===== src/rtl/mode_key_pkg.sv =====
package mode_key_pkg;

    // One sample of the shared control pins.
    typedef struct packed {
        logic oe_n;
        logic le;
    } pin_pair_t;

    typedef enum logic {
        MODE_NORMAL = 1'b0,
        MODE_CHECK  = 1'b1
    } op_mode_e;

    localparam int unsigned KEY_LEN_DEFAULT = 5;

    // Compare one pin sample against one step of a key.
    function automatic logic step_matches(pin_pair_t s, logic want_oe, logic want_le);
        return (s.oe_n == want_oe) && (s.le == want_le);
    endfunction

endpackage


===== src/rtl/pin_history.sv =====
module pin_history
    import mode_key_pkg::*;
#(
    parameter int unsigned DEPTH = KEY_LEN_DEFAULT - 1
) (
    input  logic                  clk,
    input  logic                  rst,
    input  logic                  flush,
    input  pin_pair_t             sample_i,
    output pin_pair_t [DEPTH-1:0] hist_o,
    output logic                  full_o
);
    localparam int unsigned CNT_W = $clog2(DEPTH + 1);
    localparam logic [CNT_W-1:0] CNT_MAX = CNT_W'(DEPTH);

    pin_pair_t [DEPTH-1:0] hist_q;
    logic [CNT_W-1:0]      fill_q;

    // hist_q[0] holds the newest stored sample, hist_q[DEPTH-1] the oldest.
    always_ff @(posedge clk) begin
        hist_q[0] <= sample_i;
        if (rst || flush) begin
            fill_q <= '0;
        end else if (fill_q != CNT_MAX) begin
            fill_q <= fill_q + 1'b1;
        end
    end

    generate
        for (genvar i = 1; i < DEPTH; i++) begin : g_shift
            always_ff @(posedge clk) begin
                hist_q[i] <= hist_q[i-1];
            end
        end
    endgenerate

    assign hist_o = hist_q;
    assign full_o = (fill_q == CNT_MAX);

endmodule


===== src/rtl/key_matcher.sv =====
module key_matcher
    import mode_key_pkg::*;
#(
    parameter int unsigned          KEY_LEN = KEY_LEN_DEFAULT,
    parameter logic [KEY_LEN-1:0]   OE_KEY  = '0,
    parameter logic [KEY_LEN-1:0]   LE_KEY  = '0
) (
    input  pin_pair_t                 current_i,
    input  pin_pair_t [KEY_LEN-2:0]   hist_i,
    input  logic                      hist_full_i,
    output logic                      hit_o
);
    // Key bit KEY_LEN-1 is the first sample, bit 0 is the sample of the current edge.
    logic [KEY_LEN-1:0] step_ok;

    assign step_ok[0] = step_matches(current_i, OE_KEY[0], LE_KEY[0]);

    generate
        for (genvar k = 1; k < KEY_LEN; k++) begin : g_step
            assign step_ok[k] = step_matches(hist_i[k-1], OE_KEY[k], LE_KEY[k]);
        end
    endgenerate

    assign hit_o = hist_full_i && (&step_ok);

endmodule


===== src/rtl/mode_sequencer.sv =====
module mode_sequencer
    import mode_key_pkg::*;
(
    input  logic     clk,
    input  logic     rst,
    input  logic     enter_hit,
    input  logic     exit_hit,
    output op_mode_e mode_o,
    output logic     enter_pulse_o,
    output logic     leave_pulse_o,
    output logic     flush_o
);
    op_mode_e mode_q;
    logic     take_enter;
    logic     take_exit;
    logic     en_q;
    logic     lv_q;

    // Only the key belonging to the present mode is honoured.
    always_comb begin
        take_enter = (mode_q == MODE_NORMAL) && enter_hit;
        take_exit  = (mode_q == MODE_CHECK)  && exit_hit;
    end

    always_ff @(posedge clk) begin
        if (rst) begin
            mode_q <= MODE_NORMAL;
            en_q   <= 1'b0;
            lv_q   <= 1'b0;
        end else begin
            en_q <= take_enter;
            lv_q <= take_exit;
            if (take_enter) begin
                mode_q <= MODE_CHECK;
            end else if (take_exit) begin
                mode_q <= MODE_NORMAL;
            end
        end
    end

    assign mode_o        = mode_q;
    assign enter_pulse_o = en_q;
    assign leave_pulse_o = lv_q;
    assign flush_o       = take_enter || take_exit;

endmodule


===== src/rtl/pin_key_mode_detector.sv =====
module pin_key_mode_detector
    import mode_key_pkg::*;
#(
    parameter int unsigned        KEY_LEN  = KEY_LEN_DEFAULT,
    parameter logic [KEY_LEN-1:0] ENTER_OE = 5'b10111,
    parameter logic [KEY_LEN-1:0] ENTER_LE = 5'b00010,
    parameter logic [KEY_LEN-1:0] EXIT_OE  = 5'b10111,
    parameter logic [KEY_LEN-1:0] EXIT_LE  = 5'b00000
) (
    input  logic clk,
    input  logic rst,
    input  logic oe_n,
    input  logic le,
    output logic check_mode,
    output logic enter_pulse,
    output logic leave_pulse
);
    localparam int unsigned HIST_DEPTH = KEY_LEN - 1;

    pin_pair_t                  sample;
    pin_pair_t [HIST_DEPTH-1:0] hist;
    logic                       hist_full;
    logic                       enter_hit;
    logic                       exit_hit;
    logic                       flush;
    op_mode_e                   mode;

    assign sample.oe_n = oe_n;
    assign sample.le   = le;

    pin_history #(.DEPTH(HIST_DEPTH)) u_hist (
        .clk      (clk),
        .rst      (rst),
        .flush    (flush),
        .sample_i (sample),
        .hist_o   (hist),
        .full_o   (hist_full)
    );

    key_matcher #(.KEY_LEN(KEY_LEN), .OE_KEY(ENTER_OE), .LE_KEY(ENTER_LE)) u_enter_match (
        .current_i   (sample),
        .hist_i      (hist),
        .hist_full_i (hist_full),
        .hit_o       (enter_hit)
    );

    key_matcher #(.KEY_LEN(KEY_LEN), .OE_KEY(EXIT_OE), .LE_KEY(EXIT_LE)) u_exit_match (
        .current_i   (sample),
        .hist_i      (hist),
        .hist_full_i (hist_full),
        .hit_o       (exit_hit)
    );

    mode_sequencer u_seq (
        .clk           (clk),
        .rst           (rst),
        .enter_hit     (enter_hit),
        .exit_hit      (exit_hit),
        .mode_o        (mode),
        .enter_pulse_o (enter_pulse),
        .leave_pulse_o (leave_pulse),
        .flush_o       (flush)
    );

    assign check_mode = (mode == MODE_CHECK);

endmodule


===== config.mk =====
export PLATFORM = sky130hd
export DESIGN_NAME = pin_key_mode_detector
export DESIGN_NICKNAME = d
export VERILOG_FILES = /design/src/rtl/mode_key_pkg.sv /design/src/rtl/pin_history.sv /design/src/rtl/key_matcher.sv /design/src/rtl/mode_sequencer.sv /design/src/rtl/pin_key_mode_detector.sv
export SDC_FILE = /design/constraint.sdc
export NUM_CORES = 1
export LEC_CHECK = 0
export ABC_CLOCK_PERIOD_IN_PS = 3500
export BUFFER_PORTS_ARGS = -buffer_cell sky130_fd_sc_hd__buf_2
export CAP_MARGIN = 10
export CORE_MARGIN = 2
export CORE_UTILIZATION = 30
export DETAILED_ROUTE_END_ITERATION = 6
export HOLD_SLACK_MARGIN = 0.05
export PLACE_DENSITY = 0.52
export SLEW_MARGIN = 20
export SYNTH_ARGS = -nofsm -noshare
export SYNTH_HDL_FRONTEND = slang
export SYNTH_SLANG_ARGS = --single-unit

===== constraint.sdc =====
create_clock -name clk -period 3.5 [get_ports clk]
set_input_delay 0.175 -clock clk [delete_from_list [all_inputs] [get_ports clk]]
set_output_delay 0.175 -clock clk [all_outputs]
set_load 0.05 [all_outputs]

==> impl_metrics.json, run 1 <==
{
  "synth.most_common_cell": "dfxtp_1",
  "ant_nets": 0,
  "first_iter_violations": 1,
  "syn_area_per_cell_um2": 12.31,
  "htree_levels": 1,
  "route.met2.wl_um": 384,
  "track_usage_pct": 9.457,
  "finalWirelength_um": 703,
  "clock.fmax_mhz": 614.6,
  "ys_warn_count": 0,
  "boundaryPins": 7,
  "setup_violations": 0,
  "finalSetupTns_ns": 0,
  "cp-start-kind": "flop",
  "outcome": "completed",
  "row_count": 14,
  "clk_latency_ns": 0.27,
  "cts.sinks": 14,
  "cts_buffer_depth": 2,
  "multiInputGateArea_um2": 167.7,
  "endpoint_kind": "flop",
  "wl_per_cell_um": 10.82,
  "power_density_mw_per_mm2": 549.1,
  "path_clk_slew_ns": 0.08,
  "worstMarginPinSlew_ns": 0.5453,
  "drv_slew": 0,
  "crit_arrival_ns": 1.76,
  "grt_max_degree": 9,
  "crit_type": "reg2reg",
  "coreArea_mm2": 0.001471,
  "cts_root_buf": "clkbuf_4",
  "cts_tree": "yes",
  "routed.top_layer": "met4",
  "fin_crit_ns": 1.627,
  "layout-drive-gt1-share_pct": 22.45,
  "postCtsSetupRepairBufs": 0,
  "p_leak_nw": 0.2379,
  "grt_pass1_vias": 320,
  "relSlewSlack_pct": 63.31,
  "syn-num-nets": 43,
  "synth_top_area_share_pct": 61.54,
  "dr_wl_met3_um": 22,
  "fillers": 163,
  "overflow": 0,
  "die_y_um": 42.97,
  "port_buffers": 6,
  "ys_ff_latch": 14,
  "synth_cell_types": 15,
  "wl_met1_um": 285,
  "grt_pass1_wl_mm": 1.228,
  "vias": 297,
  "viasPerCell": 4.569,
  "pre_cts_ws_ns": 1.879,
  "fin_skew_ns": 0.005576,
  "fin_ws_ns": 1.873,
  "async_flop_share_pct": 0,
  "place_hpwl_um": 542,
  "area_delta_synth_final_pct": 23.35,
  "ys.flop_type": "dfxtp_1",
  "peakVddDrop_uv": 268.8,
  "finalHoldViolCount": 0,
  "path_max_fanout": 3,
  "nets": 56,
  "numCtsBuffers": 3,
  "route.detailed.drc": 0,
  "hp-class": "in2reg",
  "drtPass1Iterations": 2,
  "synth_edf_count": 0,
  "synthTopCellsByCount": "14 x dfxtp_1, 3 x nor3_1",
  "finalCritPeriodShare_pct": 46.49,
  "max_cap_viol_count": 0,
  "seq_area_um2": 280.3,
  "antenna_found_initial": 0,
  "syn_area_um2": 455.4,
  "yosysTopAreaCell": "dfxtp_1",
  "gp_congestion": 0.6229,
  "die_w_um": 42.97,
  "rsz0062_at_grt": "no",
  "utilization_pct": 38.18,
  "synthTopCellsByArea": "dfxtp_1 62%, ha_1 5.5%, mux2i_1 4.4%",
  "initial_core_util_pct": 30.95,
  "die-area_mm2": 0.001846,
  "synth_seq_area_share_pct": 61.54,
  "crit_required_ns": 3.63,
  "synthCells": 37,
  "n_antenna_cell": 0
}
## critical path, stage by stage (launching register included)
cell,delay (ns)
dfxtp_1,0.31
or4b_1,0.54
nor4_1,0.54
nor3_1,0.10
## sequential cells by signal, summed over array words and instances (netlist names)
signal and flops:
u_hist.fill_q 3, u_hist.hist_o 8, u_seq.enter_pulse_o 1, u_seq.leave_pulse_o 1, u_seq.mode_o 1
## cell families after synthesis
| logic type | after synthesis | share of synthesized area [%] |
|---|---|---|
| AND/OR/NAND/NOR | 14 | 21.98 |
| flip-flops | 14 | 61.54 |
| XOR/XNOR | 2 | 3.847 |
| buffers and inverters | 2 | 1.649 |
| multiplexers | 2 | 4.396 |
| adder cells (fa/ha/maj) | 2 | 5.494 |
| AO/OA/AOI/OAI | 1 | 1.098 |
## per-layer routing
metal  GRT usage [%]  vias up
met3           2.553        2
met4           9.091        0
li1                -      155
met1           9.162      136
met5               0        -
met2           15.76        4
## path summary, 6_finish.rpt
kind                                       start               end  slack [ns]  depth (start not counted)
worst min register to register  u_hist.hist_o[4]  u_hist.hist_o[6]        0.35                          0
worst max-delay path            u_hist.hist_o[4]  u_hist.fill_q[1]        1.87                          3
worst min-delay path                         rst  u_hist.fill_q[2]        0.15                          2
worst max register to register  u_hist.hist_o[4]  u_hist.fill_q[1]        1.87                          3
## area by class of cell
cell class                 count  area share, %
sequential                    14          49.89
multi-input combinational     21          29.84
inverter                       2          1.336
timing repair buffer           8          8.909
clock buffer                   4          6.459
tap                           16          3.563
## cell usage in the layout, fill, tap and decap left out
cell	netlist	layout
buf_2	0	6
clkbuf_4	0	3
clkbuf_8	0	1
dfxtp_1	14	14
dlygate4sd3_1	0	2
ha_1	2	2
inv_1	2	2
mux2i_1	2	2
nand2_1	1	1
nand2b_1	2	2
nand3b_1	2	2
nand4b_1	1	1
nor3_1	3	3
nor4_1	1	1
nor4b_1	2	2
o21ai_0	1	1
or3_4	1	1
or4b_1	1	1
xnor2_1	2	2
## where the power goes
part	internal, mW	switching (mW)
Combinational	0.0128	0.0105
Clock	0.0631	0.0471
Sequential	0.169	0.00634
## metrics by stage
step	hold slack (ns)	total power [mW]	area, um^2	std cells
finish	0.1483	0.3085	561.8	65
detailed placement	0.2994	0.2008	505.5	59
floorplan	0.2027	0.1927	455.4	37
CTS	0.1430	0.3129	561.8	65
global route	0.1402	0.3278	561.8	65
global placement	0.2935	0.1987	505.5	59
## timing repair
item,4_1_cts,5_1_grt
resized for setup,0,0
hold buffers,2,0
hold endpoints to repair,2,0
Power figures use the tool's default switching activity.
==> run 2: changes to the inputs <==
--- a/config.mk
+++ b/config.mk
@@ -5,14 +5,14 @@
 export SDC_FILE = /design/constraint.sdc
 export NUM_CORES = 1
 export LEC_CHECK = 0
-export ABC_CLOCK_PERIOD_IN_PS = 3500
+export ABC_CLOCK_PERIOD_IN_PS = 1440
 export BUFFER_PORTS_ARGS = -buffer_cell sky130_fd_sc_hd__buf_2
 export CAP_MARGIN = 10
 export CORE_MARGIN = 2
 export CORE_UTILIZATION = 30
 export DETAILED_ROUTE_END_ITERATION = 6
 export HOLD_SLACK_MARGIN = 0.05
-export PLACE_DENSITY = 0.52
+export PLACE_DENSITY = 0.53
 export SLEW_MARGIN = 20
 export SYNTH_ARGS = -nofsm -noshare
 export SYNTH_HDL_FRONTEND = slang
==> constraint.sdc (replaced) <==
create_clock -name clk -period 1.44 [get_ports clk]
set_input_delay 0.072 -clock clk [delete_from_list [all_inputs] [get_ports clk]]
set_output_delay 0.072 -clock clk [all_outputs]
set_load 0.05 [all_outputs]
==> impl_metrics.json, run 2 (synthesized netlist as in run 1, its figures left out) <==
{
  "outcome": "finished, violations left",
  "violations": "setup timing",
  "coreArea_mm2": 0.001471,
  "fin_crit_ns": 1.512,
  "p_switching_mw": 0.1546,
  "pre_cts_ws_ns": -0.1214,
  "antenna_found_initial": 0,
  "final_cells": 69,
  "ant_nets": 0,
  "area_delta_synth_final_pct": 33.52,
  "first_iter_violations": 1,
  "drtPass1Iterations": 2,
  "wl_met1_um": 328,
  "swShare_pct": 20.18,
  "cts_tree": "yes",
  "fin_ws_ns": -0.07198,
  "max_cap_viol_count": 0,
  "layout_commonest_cell": "dfxtp_1",
  "finalHoldViolCount": 0,
  "peakVddDrop_uv": 689.2,
  "seq_power_share_pct": 55.0,
  "grt_max_degree": 9,
  "n_antenna_cell": 0,
  "place_hpwl_um": 497.8,
  "pwr-share-clk_pct": 34.4,
  "postCtsSetupRepairBufs": 0,
  "htree_levels": 1,
  "largest_reg_flops": 8,
  "cp-start-kind": "flop",
  "cts_root_buf": "clkbuf_4",
  "power_density_mw_per_mm2": 1260,
  "boundaryPins": 7,
  "dp.cells": 63,
  "drv_slew": 0,
  "rsz0062_at_grt": "yes",
  "grt_pass1_wl_mm": 1.159,
  "initial_core_util_pct": 30.95,
  "viasPerCell": 4.449,
  "crit_type": "reg2reg",
  "finalCritPeriodShare_pct": 105.0,
  "multiInputGateArea_um2": 183.9,
  "nets": 60,
  "fillers": 151,
  "dpl-instance-area_um2": 535.5,
  "clk_latency_ns": 0.26,
  "layout-drive-gt1-share_pct": 33.96,
  "track_usage_pct": 8.947,
  "die_y_um": 42.97,
  "die-area_mm2": 0.001846,
  "gp_congestion": 0.6156,
  "route.detailed.drc": 0,
  "grt_pass1_vias": 285,
  "hp-class": "in2reg",
  "seq_area_um2": 280.3,
  "numCtsBuffers": 3,
  "clock.fmax_mhz": 661.4,
  "vias": 307,
  "final_cell_mix": "14 x dfxtp_1, 6 x buf_2, 4 x buf_4",
  "crit_arrival_ns": 1.69,
  "path_max_fanout": 3,
  "p_comb_share_pct": 10.5,
  "relSlewSlack_pct": 83.59,
  "endpoint_kind": "flop",
  "cts_buffer_depth": 2,
  "worstMarginPinSlew_ns": 0.2479,
  "setup_violations": 3,
  "fin_skew_ns": 0.002842,
  "crit_required_ns": 1.62,
  "dr_wl_met3_um": 17,
  "p_int_mw": 0.6115,
  "row_count": 14,
  "cts.sinks": 14,
  "die_w_um": 42.97,
  "route.met2.wl_um": 307,
  "fin_area_um2": 608.1,
  "finalWirelength_um": 664,
  "port_buffers": 6,
  "power_mw": 0.7661,
  "routed.top_layer": "met4",
  "path_clk_slew_ns": 0.08,
  "p_leak_nw": 0.2612,
  "wl_per_cell_um": 9.623,
  "overflow": 0,
  "utilization_pct": 41.33
}
==> run 2: cell types whose count changed in the layout (fill, tap and decap cells not counted) <==
cell	before	now
nor4b_2	0	2
or4b_1	1	0
or4b_4	0	1
nor4b_1	2	0
buf_4	0	4
==> run 2: per-layer routing <==
metal	track usage [%]	vias to the layer above
met5	0	-
li1	-	164
met3	2.553	2
met4	7.273	0
met1	11.58	138
met2	12.12	3
==> run 2: through the flow <==
stage / setup TNS [ns] / hold slack, ns
final: -0.1318 / 0.06596
after global routing: -0.3990 / 0.06660
after CTS: -0.1762 / 0.06437
after detailed placement: -0.2050 / 0.1941
after global placement: -0.1763 / 0.1972
after floorplan: -0.03402 / 0.09972
==> run 2: final cells by class <==
type / count / area share, %
inverters: 2 / 1.235
flip-flops and latches: 14 / 46.09
multi-input cells: 21 / 30.25
well taps: 16 / 3.292
repair buffers: 12 / 13.17
clock buffers: 4 / 5.967
==> run 2: worst max-delay path: stages, from the launching register on <==
cell	delay, ns
dfxtp_1	0.32
or4b_4	0.53
or3_4	0.37
nor4b_2	0.21
==> run 2: timing repair <==
item	4_1_cts	5_1_grt
endpoints found under the setup margin	6	6
resized for setup	3	0
endpoints found under the hold margin	2	0
hold buffers	2	0
==> run 2: power by group through the flow <==
stage	clock network (mW)	logic (mW)	registers, mW
2_1_floorplan	0	0.0379	0.430
3_3_place_gp	0	0.0758	0.430
3_5_place_dp	0	0.0763	0.431
4_1_cts	0.274	0.0824	0.422
5_1_grt	0.294	0.0916	0.425
6_report	0.264	0.0807	0.422
==> run 2: path summary, 6_finish.rpt <==
path               startpoint             endpoint  slack, ns  depth (start not counted)
min                       rst  u_seq.leave_pulse_o       0.07                          2
max reg2reg  u_hist.hist_o[4]  u_seq.enter_pulse_o      -0.07                          3
min reg2reg  u_hist.hist_o[3]     u_hist.hist_o[5]       0.35                          0
max          u_hist.hist_o[4]  u_seq.enter_pulse_o      -0.07                          3
==> run 3: changes to the inputs <==
--- a/config.mk
+++ b/config.mk
@@ -5,14 +5,14 @@
 export SDC_FILE = /design/constraint.sdc
 export NUM_CORES = 1
 export LEC_CHECK = 0
-export ABC_CLOCK_PERIOD_IN_PS = 1440
+export ABC_CLOCK_PERIOD_IN_PS = 1650
 export BUFFER_PORTS_ARGS = -buffer_cell sky130_fd_sc_hd__buf_2
 export CAP_MARGIN = 10
 export CORE_MARGIN = 2
 export CORE_UTILIZATION = 30
 export DETAILED_ROUTE_END_ITERATION = 6
 export HOLD_SLACK_MARGIN = 0.05
-export PLACE_DENSITY = 0.53
+export PLACE_DENSITY = 0.52
 export SLEW_MARGIN = 20
 export SYNTH_ARGS = -nofsm -noshare
 export SYNTH_HDL_FRONTEND = slang
==> constraint.sdc (replaced) <==
create_clock -name clk -period 1.65 [get_ports clk]
set_input_delay 0.0825 -clock clk [delete_from_list [all_inputs] [get_ports clk]]
set_output_delay 0.0825 -clock clk [all_outputs]
set_load 0.05 [all_outputs]
==> impl_metrics.json, run 3 (synthesized netlist as in run 1, its figures left out) <==
{
  "outcome": "completed",
  "gp_congestion": 0.6267,
  "grt_pass1_wl_mm": 1.207,
  "die-area_mm2": 0.001846,
  "relSlewSlack_pct": 81.61,
  "reg2reg_depth": 3,
  "overflow": 0,
  "setup_violations": 0,
  "port_buffers": 6,
  "fin_crit_ns": 1.574,
  "htree_levels": 1,
  "track_usage_pct": 9.386,
  "timing.hold.ws_ns": 0.06505,
  "rsz0062_at_grt": "no",
  "fin_skew_ns": 0.007108,
  "cts_tree": "yes",
  "crit_type": "reg2reg",
  "antenna_found_initial": 0,
  "path_cells": "or4b_4 > or3_4 > nor4b_2",
  "crit_slowest_cell": "or4b_4",
  "finalWirelength_um": 721,
  "crit_required_ns": 1.85,
  "drv_slew": 0,
  "max_cap_viol_count": 0,
  "cp-start-kind": "flop",
  "finalHoldViolCount": 0,
  "drtPass1Iterations": 1,
  "grt_pass1_vias": 301,
  "initial_core_util_pct": 30.95,
  "endpoint_kind": "flop",
  "cts_buffer_depth": 2,
  "row_count": 14,
  "ant_nets": 0,
  "wl_per_cell_um": 10.92,
  "utilization_pct": 39.80,
  "min-delay-start": "rst",
  "cpPeakStageDelay_ns": 0.53,
  "p_leak_nw": 0.2462,
  "cts.sinks": 14,
  "die_w_um": 42.97,
  "cts_root_buf": "clkbuf_4",
  "vias": 299,
  "die_y_um": 42.97,
  "area_delta_synth_final_pct": 28.57,
  "n_antenna_cell": 0,
  "postCtsSetupRepairBufs": 0,
  "crit_cells": 3,
  "power_mw": 0.6599,
  "cp_top_family": "simple AND/OR/NAND/NOR gates",
  "crit_buf_inv": 0,
  "largest_reg_flops": 8,
  "crit_arrival_ns": 1.77,
  "power_density_mw_per_mm2": 1127,
  "route.detailed.drc": 0,
  "clock.fmax_mhz": 635.3,
  "startpoint": "u_hist.hist_o[4]",
  "path_clk_slew_ns": 0.08,
  "final_cell_mix": "14 x dfxtp_1, 6 x buf_2, 3 x nor3_1, 3 x clkbuf_4",
  "numCtsBuffers": 3,
  "viasPerCell": 4.530,
  "fillers": 164,
  "boundaryPins": 7,
  "layout-drive-gt1-share_pct": 30.00,
  "coreArea_mm2": 0.001471,
  "worstReg2RegStart": "u_hist.hist_o[4]",
  "peakVddDrop_uv": 570.1,
  "clk_latency_ns": 0.28,
  "hp-class": "in2reg",
  "first_iter_violations": 0,
  "worstMarginPinSlew_ns": 0.2734,
  "path_max_fanout": 3,
  "finalCritPeriodShare_pct": 95.40,
  "min_path_cells": 2,
  "layout_commonest_cell": "dfxtp_1",
  "nets": 57,
  "grt_max_degree": 9
}
## run 3: cell type report
class | count | area (um^2) | share of cell area (%)
well taps | 16 | 20.02 | 3.419
flip-flops and latches | 14 | 280.3 | 47.86
clock buffers | 4 | 36.28 | 6.197
inverters | 2 | 7.507 | 1.282
repair buffers | 9 | 57.56 | 9.829
multi-input cells | 21 | 183.9 | 31.41
## run 3: final timing paths
| kind | to | slack [ns] |
|---|---|---|
| hold reg to reg | u_hist.hist_o[4] | 0.35 |
| hold / removal | u_seq.enter_pulse_o | 0.07 |
| setup reg to reg | u_seq.leave_pulse_o | 0.08 |
| setup / recovery | u_seq.leave_pulse_o | 0.08 |
## run 3: routing by layer
layer / up-vias / track usage (%) / share of wire, %
met4: 0 / 7.273 / 2.1
met1: 132 / 9.737 / 40
met3: 2 / 3.830 / 4.3
li1: 157 / - / -
met5: - / 0 / 0
met2: 8 / 14.85 / 54
## run 3: timing repair
action	4_1_cts	5_1_grt
resized for setup	1	2
hold endpoints to repair	2	0
setup endpoints to repair	1	2
hold buffers	2	0
## run 3: where the power goes
group	switching, mW	leakage (nW)	internal, mW
sequential	0.0135	0.116	0.358
clock	0.104	0.0210	0.134
combinational	0.0220	0.109	0.0278
total	0.140	0.246	0.520
## run 3: stage by stage
stage	cells	cell area [um^2]	setup slack (ns)	TNS, ns
detailed placement	60	513.0	-0.01711	-0.01711
global placement	60	513.0	0.08072	0
CTS	66	575.6	0.02408	0
finish	66	585.6	0.07594	0
floorplan	37	455.4	0.1330	0
global route	66	585.6	0.003336	0
